File: config.mk
export PLATFORM = sky130hd
export DESIGN_NAME = superframe_timer
export DESIGN_NICKNAME = d
export VERILOG_FILES = /design/src/rtl/sftimer_pkg.sv /design/src/rtl/sf_position.sv /design/src/rtl/sf_window_decode.sv /design/src/rtl/superframe_timer.sv
export SDC_FILE = /design/constraint.sdc
export NUM_CORES = 1
export LEC_CHECK = 0
export CORE_AREA = 3 3 131 83
export DETAILED_ROUTE_END_ITERATION = 8
export DIE_AREA = 0 0 134 86
export PLACE_DENSITY = 0.87
export SLEW_MARGIN = 40
export SYNTH_ARGS = -nofsm -noshare
export SYNTH_HDL_FRONTEND = slang
export SYNTH_SLANG_ARGS = --single-unit
File: constraint.sdc
create_clock -name clk -period 4.05 [get_ports clk]
set_clock_uncertainty 0.15 [all_clocks]
set_input_delay 0.405 -clock clk [delete_from_list [all_inputs] [get_ports clk]]
set_output_delay 0.405 -clock clk [all_outputs]
set_load 0.02 [all_outputs]
File: src/rtl/sftimer_pkg.sv
package sftimer_pkg;
    // Default geometry of the superframe
    localparam int BASE_SYMS    = 960;
    localparam int SF_SLOTS     = 16;
    localparam int BACKOFF_SYMS = 20;
    localparam int TDM_SLOTS    = 8;
    localparam int GTS_MAX      = 7;
    localparam int MAX_ORDER    = 14;
    localparam int ORD_W        = 4;
endpackage

File: src/rtl/sf_position.sv
// Symbol position tracker.
// Keeps the symbol count within the interval, the symbol count within the
// current slot, the slot number and the backoff phase.
// Assumes advance is only high while the configuration is valid.
module sf_position #(
    parameter int BASE_SYMS    = 960,
    parameter int SF_SLOTS     = 16,
    parameter int BACKOFF_SYMS = 20,
    parameter int MAX_ORDER    = 14,
    parameter int ORD_W        = 4,
    localparam int CNT_W       = $clog2(BASE_SYMS) + MAX_ORDER,
    localparam int SLOT_W      = $clog2(SF_SLOTS),
    localparam int BK_W        = $clog2(BACKOFF_SYMS),
    localparam int SLOT_SYMS   = BASE_SYMS / SF_SLOTS
) (
    input  logic              clk,
    input  logic              rst_n,
    input  logic              advance,
    input  logic              restart,
    input  logic [ORD_W-1:0]  bo,
    input  logic [ORD_W-1:0]  so,
    output logic [CNT_W-1:0]  sym_cnt,
    output logic [CNT_W-1:0]  slot_sym,
    output logic [SLOT_W-1:0] slot_no,
    output logic [BK_W-1:0]   bk_cnt
);
    logic [CNT_W-1:0] bi_last;
    logic [CNT_W-1:0] slot_last;

    // Last position of the interval and of one slot
    always_comb begin
        bi_last   = (CNT_W'(BASE_SYMS) << bo) - CNT_W'(1);
        slot_last = (CNT_W'(SLOT_SYMS) << so) - CNT_W'(1);
    end

    // Advance all position counters on each accepted symbol tick
    always_ff @(posedge clk) begin
        if (!rst_n || restart) begin
            sym_cnt  <= '0;
            slot_sym <= '0;
            slot_no  <= '0;
            bk_cnt   <= '0;
        end else if (advance) begin
            if (sym_cnt >= bi_last) begin
                sym_cnt  <= '0;
                slot_sym <= '0;
                slot_no  <= '0;
                bk_cnt   <= '0;
            end else begin
                sym_cnt <= sym_cnt + CNT_W'(1);
                bk_cnt  <= (bk_cnt == BK_W'(BACKOFF_SYMS - 1)) ? '0 : bk_cnt + BK_W'(1);
                if (slot_sym >= slot_last) begin
                    slot_sym <= '0;
                    slot_no  <= slot_no + SLOT_W'(1);
                end else begin
                    slot_sym <= slot_sym + CNT_W'(1);
                end
            end
        end
    end

    assert_hold_without_tick_R11: assert property (@(posedge clk) disable iff (!rst_n)
        (!advance && !restart) |=> $stable(sym_cnt) && $stable(slot_no) && $stable(bk_cnt));

    assert_backoff_range_R5: assert property (@(posedge clk) disable iff (!rst_n)
        bk_cnt < BK_W'(BACKOFF_SYMS));
endmodule

File: src/rtl/sf_window_decode.sv
// Window decoder.
// Turns the position counters into levels, pulses and the node-slot enable.
// Assumes fresh is high only in the cycle after the position changed.
module sf_window_decode #(
    parameter int BASE_SYMS    = 960,
    parameter int SF_SLOTS     = 16,
    parameter int TDM_SLOTS    = 8,
    parameter int GTS_MAX      = 7,
    parameter int MAX_ORDER    = 14,
    parameter int ORD_W        = 4,
    parameter int BACKOFF_SYMS = 20,
    localparam int CNT_W       = $clog2(BASE_SYMS) + MAX_ORDER,
    localparam int SLOT_W      = $clog2(SF_SLOTS),
    localparam int BK_W        = $clog2(BACKOFF_SYMS),
    localparam int NODE_W      = $clog2(TDM_SLOTS),
    localparam int GRP_SH      = SLOT_W - NODE_W,
    localparam int CFP_W       = $clog2(GTS_MAX + 1)
) (
    input  logic              live,
    input  logic              fresh,
    input  logic [CNT_W-1:0]  sym_cnt,
    input  logic [CNT_W-1:0]  slot_sym,
    input  logic [SLOT_W-1:0] slot_no,
    input  logic [BK_W-1:0]   bk_cnt,
    input  logic [ORD_W-1:0]  so,
    input  logic              tdm_mode,
    input  logic [CFP_W-1:0]  cfp_slots,
    input  logic [NODE_W-1:0] node_slot,
    input  logic              data_pending,
    output logic              beacon_pulse,
    output logic              active,
    output logic              inactive,
    output logic              cap_win,
    output logic              cfp_win,
    output logic              backoff_strobe,
    output logic              slot_strobe,
    output logic [SLOT_W-1:0] slot_idx,
    output logic              own_slot
);
    logic              in_active;
    logic [SLOT_W:0]   cap_end;
    logic [NODE_W-1:0] node_of_slot;

    // Active part test and contention window end
    always_comb begin
        in_active    = sym_cnt < (CNT_W'(BASE_SYMS) << so);
        cap_end      = tdm_mode ? '0 : ((SLOT_W+1)'(SF_SLOTS) - (SLOT_W+1)'(cfp_slots));
        node_of_slot = slot_no[SLOT_W-1:GRP_SH];
    end

    // Output levels and pulses
    always_comb begin
        active         = live && in_active;
        inactive       = live && !in_active;
        cap_win        = active && ({1'b0, slot_no} < cap_end);
        cfp_win        = active && !cap_win;
        beacon_pulse   = live && fresh && (sym_cnt == '0);
        backoff_strobe = active && fresh && (bk_cnt == '0);
        slot_strobe    = active && fresh && (slot_sym == '0);
        slot_idx       = active ? slot_no : '0;
        own_slot       = active && tdm_mode && data_pending && (node_of_slot == node_slot);
    end
endmodule

File: src/rtl/superframe_timer.sv
// Superframe timer top.
// Holds the run state, checks the orders and joins the position tracker
// to the window decoder. Assumes sym_tick is a one-cycle pulse per symbol.
module superframe_timer
    import sftimer_pkg::*;
(
    input  logic       clk,
    input  logic       rst_n,
    input  logic       sym_tick,
    input  logic       sync_start,
    input  logic [3:0] bo,
    input  logic [3:0] so,
    input  logic       tdm_mode,
    input  logic [2:0] cfp_slots,
    input  logic [2:0] node_slot,
    input  logic       data_pending,
    output logic       beacon_pulse,
    output logic       active,
    output logic       inactive,
    output logic       cap_win,
    output logic       cfp_win,
    output logic       backoff_strobe,
    output logic       slot_strobe,
    output logic [3:0] slot_idx,
    output logic       own_slot,
    output logic       cfg_err
);
    localparam int CNT_W  = $clog2(BASE_SYMS) + MAX_ORDER;
    localparam int SLOT_W = $clog2(SF_SLOTS);
    localparam int BK_W   = $clog2(BACKOFF_SYMS);

    logic             running;
    logic             fresh;
    logic             advance;
    logic             restart;
    logic             live;
    logic [CNT_W-1:0] sym_cnt;
    logic [CNT_W-1:0] slot_sym;
    logic [SLOT_W-1:0] slot_no;
    logic [BK_W-1:0]  bk_cnt;

    // Order check and control strobes
    always_comb begin
        cfg_err = (so > bo) || (bo > ORD_W'(MAX_ORDER));
        restart = sync_start && !cfg_err;
        advance = running && sym_tick && !cfg_err;
        live    = running && !cfg_err;
    end

    // Run state and the one-cycle marker for a new position
    always_ff @(posedge clk) begin
        if (!rst_n || cfg_err) begin
            running <= 1'b0;
            fresh   <= 1'b0;
        end else if (sync_start) begin
            running <= 1'b1;
            fresh   <= 1'b1;
        end else begin
            fresh   <= running && sym_tick;
        end
    end

    sf_position #(
        .BASE_SYMS(BASE_SYMS), .SF_SLOTS(SF_SLOTS), .BACKOFF_SYMS(BACKOFF_SYMS),
        .MAX_ORDER(MAX_ORDER), .ORD_W(ORD_W)
    ) i_pos (
        .clk(clk), .rst_n(rst_n), .advance(advance), .restart(restart),
        .bo(bo), .so(so), .sym_cnt(sym_cnt), .slot_sym(slot_sym),
        .slot_no(slot_no), .bk_cnt(bk_cnt)
    );

    sf_window_decode #(
        .BASE_SYMS(BASE_SYMS), .SF_SLOTS(SF_SLOTS), .TDM_SLOTS(TDM_SLOTS),
        .GTS_MAX(GTS_MAX), .MAX_ORDER(MAX_ORDER), .ORD_W(ORD_W),
        .BACKOFF_SYMS(BACKOFF_SYMS)
    ) i_dec (
        .live(live), .fresh(fresh), .sym_cnt(sym_cnt), .slot_sym(slot_sym),
        .slot_no(slot_no), .bk_cnt(bk_cnt), .so(so), .tdm_mode(tdm_mode),
        .cfp_slots(cfp_slots), .node_slot(node_slot), .data_pending(data_pending),
        .beacon_pulse(beacon_pulse), .active(active), .inactive(inactive),
        .cap_win(cap_win), .cfp_win(cfp_win), .backoff_strobe(backoff_strobe),
        .slot_strobe(slot_strobe), .slot_idx(slot_idx), .own_slot(own_slot)
    );

    assert_start_beacon_R2: assert property (@(posedge clk) disable iff (!rst_n)
        (sync_start && !cfg_err) |=> (beacon_pulse && active) || cfg_err);

    assert_levels_exclusive_R4: assert property (@(posedge clk) disable iff (!rst_n)
        $onehot0({active, inactive}));

    assert_windows_exclusive_R7: assert property (@(posedge clk) disable iff (!rst_n)
        !(cap_win && cfp_win));

    assert_beacon_on_boundaries_R5: assert property (@(posedge clk) disable iff (!rst_n)
        beacon_pulse |-> backoff_strobe && slot_strobe && (slot_idx == '0));

    assert_tdm_no_contention_R8: assert property (@(posedge clk) disable iff (!rst_n)
        tdm_mode |-> !cap_win);

    assert_own_inside_cfp_R8: assert property (@(posedge clk) disable iff (!rst_n)
        own_slot |-> cfp_win && tdm_mode);

    assert_no_data_no_slot_R9: assert property (@(posedge clk) disable iff (!rst_n)
        !data_pending |-> !own_slot);

    assert_error_silent_R10: assert property (@(posedge clk) disable iff (!rst_n)
        cfg_err |-> !active && !inactive && !beacon_pulse && !slot_strobe);
endmodule

==> flow_summary.yaml <==
sta:
  fin_crit_sh_pct: 98.5
  finalSetupViolations: 0
  fmax_mhz: 251
  finalCriticalPeriod_ns: 3.99
  slew_violations: 0
  relSlewSlack_pct: 51.2
  hold_viol: 0
  worstMarginPinSlew_ns: 0.727
route:
  first_iter_violations: 620
  drc: 0
  highest_layer: "met4"
  wl_met2_microns: 7370
  wl_met1_microns: 6800
  route.vias.total: 5616
  routed-wl-met3_microns: 1820
  detail_route.wl_per_cell_microns: 18.6
  ant_nets: 0
  routed_via_density: 6.35
  drt_first_pass_iters: 6
  routed_wl_microns: 16500
final_layout:
  final_cell_mix: "nor2_1, ha_1, buf_4, dfxtp_1, nand2_1"
  syn_to_final_growth_pct: 22.5
  mostFrequentLayoutCell: "nor2_1"
  drive_above_1_share_pct: 16.5
  num-nets-final: 843
  fin_area_sq_um: 6490
  num_antenna_cells: 0
pwr:
  pwr_density_cell_nw_per_um2: 268
  total_power_uw: 1740
  vdd_drop_max_v: 0.000186
  leakagePower_uw: 0.00285
clock_tree:
  clock_latency_ns: 0.34
  htree_levels: 3
  cts_buffers: 9
  hold_buffers: 0
  clk_pin_slew_worst_paths_ns: 0.05
  cts_tree: "yes"
  cts-root-buf: "clkbuf_16"
  cts_buffer_depth: 2
  cts_sinks: 59
placed_design:
  port_buffers: 32
  gp_congestion: 0.930
  dpl_cell_area_sq_um: 6120
  dp_hpwl_microns: 11800
logic_synthesis:
  syn_area_per_cell_sq_um: 8.00
  synth-seq-cells: 59
  synthArstFlopShare_pct: 0
  netlist.area_leader.share_pct: 22.3
  dominantRegCellSynth: "dfxtp_1"
  netlist_area_sq_um: 5300
  yosys_warnings: 0
  synth_seq_area_share_pct: 22.3
  synth_top_cell_by_area: "dfxtp_1"
  synth-edff-count: 0
  synth_cell_types: 68
  synth_area_leaders: "dfxtp_1, ha_1, xor2_1"
  syn_inst: 662
worst_hold_path:
  hold_class: "register to register"
setup_path:
  critPathKind: "primary input to primary output"
  worstPathMaxFanout: 4
  cp.arrival_ns: 3.43
  crit_path_cell_trace: "clkdlybuf4s50_1 > inv_2 > ha_1 > nand2b_1 > buf_4 > ha_1 > o21a_1 > o21a_1 > o2111ai_1 > a211o_1 > a2111oi_4 > buf_4 > nor2_1 > nor2_1 > clkdlybuf4s15_1"
  crit_family: "buffers and inverters"
  crit_required_ns: 3.49
  start_kind: "primary input"
  slowest_delay_ns: 0.46
  crit_buf_inv: 5
  setup.worst_path.end_class: "primary output"
  cp_slowest_cell: "clkdlybuf4s50_1"
job:
  cap_violations: 0
floorplanning:
  initial_core_util_pct: 54.6
  io_pins: 33
  rows: 28
  die_w_microns: 134
  die_h_microns: 86
  coreArea_sq_um: 9700
  die_area_sq_um: 11500
global_route:
  gr-total-overflow: 0
  antenna_found_initial: 0
  grt_first_pass_wirelength_microns: 26300
  grt_pass1_vias: 5341
  grt_usage_pct: 28.3
  grt_max_degree: 30
status:
  outcome: "completed"
[worst register-to-register path, cell delays in order, from the launching register on]
cell	delay, ns
dfxtp_1	0.54
ha_1	0.33
a41oi_1	0.24
o21ai_0	0.19
a2bb2oi_2	0.19
nand3_2	0.16
o31ai_4	0.31
nand2b_1	0.15
buf_12	0.18
a21oi_1	0.15
[synthesized netlist by cell type, types with 2 or more instances]
cell and n:
o211ai_1 2, nor3_1 17, a211o_1 2, nor2_1 77
nand3_1 32, buf_6 2, xor2_1 34, nand4_1 25
and4_1 9, o22ai_1 5, o21a_1 6, xnor2_1 26
o31ai_2 2, nor3_2 2, ha_1 78, dfxtp_1 59
and2_1 10, nand2b_1 10, nand2_1 56, a31o_2 2
mux2i_1 3, nor4_1 13, a21o_1 8, clkbuf_1 15
inv_1 26, a21oi_1 44, and3_1 12, mux2_2 2
or2_2 2, a21oi_2 2, a41oi_1 2, a211oi_1 2
o21ai_0 23, nor4b_1 2, buf_2 7, nor2b_1 5
or3_1 6, a221oi_1 2
[path summary, 6_finish.rpt]
check / endpoint / slack [ns] / start / depth (start not counted)
setup / recovery: inactive / 0.06 / so[2] / 15
setup reg to reg: i_pos.slot_sym[1]$_SDFFE_PP0P_ / 1.38 / i_pos.sym_cnt[14]$_SDFFE_PP0P_ / 9
hold / removal: i_pos.bk_cnt[1]$_SDFFE_PP0P_ / 0.36 / i_pos.bk_cnt[1]$_SDFFE_PP0P_ / 2
hold reg to reg: i_pos.bk_cnt[1]$_SDFFE_PP0P_ / 0.36 / i_pos.bk_cnt[1]$_SDFFE_PP0P_ / 2
[stage by stage]
stage / hold WS [ns] / TNS, ns / cells / utilization [%] / setup slack, ns
3_5_place_dp: 0.337 / -8.60 / 864 / 63.0 / -0.238
4_1_cts: 0.348 / 0 / 880 / 66.1 / 0.00719
5_1_grt: 0.390 / -0.0971 / 885 / 66.9 / -0.0514
3_3_place_gp: 0.313 / -2.67 / 864 / 63.0 / -0.153
6_report: 0.355 / 0 / 885 / 66.9 / 0.0603
2_1_floorplan: 0.303 / 0 / 664 / - / 0.0151
[kinds of logic after synthesis]
logic type / synth area share (%)
XOR/XNOR: 9.92
AO/OA/AOI/OAI: 14.2
multiplexers: 1.28
buffers and inverters: 4.13
other: 0.0708
adder cells (fa/ha/maj): 18.8
AND/OR/NAND/NOR: 29.3
flip-flops: 22.3
[what timing repair did]
action                                  4_1_cts  5_1_grt
pin swaps                                     1        4
resized for setup                            14       34
endpoints found under the setup margin       12       39
gates cloned                                  0        1
setup buffers                                 0        4
[registers in the layout (all words and copies together) (netlist names)]
signal,cells
i_pos.slot_no,4
i_pos.sym_cnt,24
fresh,1
i_pos.slot_sym,24
i_pos.bk_cnt,5
running,1
[report_power, final]
group          switching, uW  leakage (uW)  internal [uW]
clock                    283      0.000156            534
sequential              3.24      0.000475            584
combinational            188       0.00222            148
[cell type report]
class	count	area (sq um)
multi-input combinational	555	3970
fill	715	3220
sequential	59	1180
timing repair buffer	94	759
clock buffer	10	229
tap	135	169
inverter	26	97.6
clock inverter	6	80.1
[layer usage]
| metal | GRT usage, % | up-vias |
|---|---|---|
| li1 | - | 2546 |
| met1 | 37.3 | 2636 |
| met2 | 43.9 | 367 |
| met3 | 9.26 | 67 |
| met4 | 9.43 | 0 |
| met5 | 0 | - |
Power figures use the tool's default switching activity.
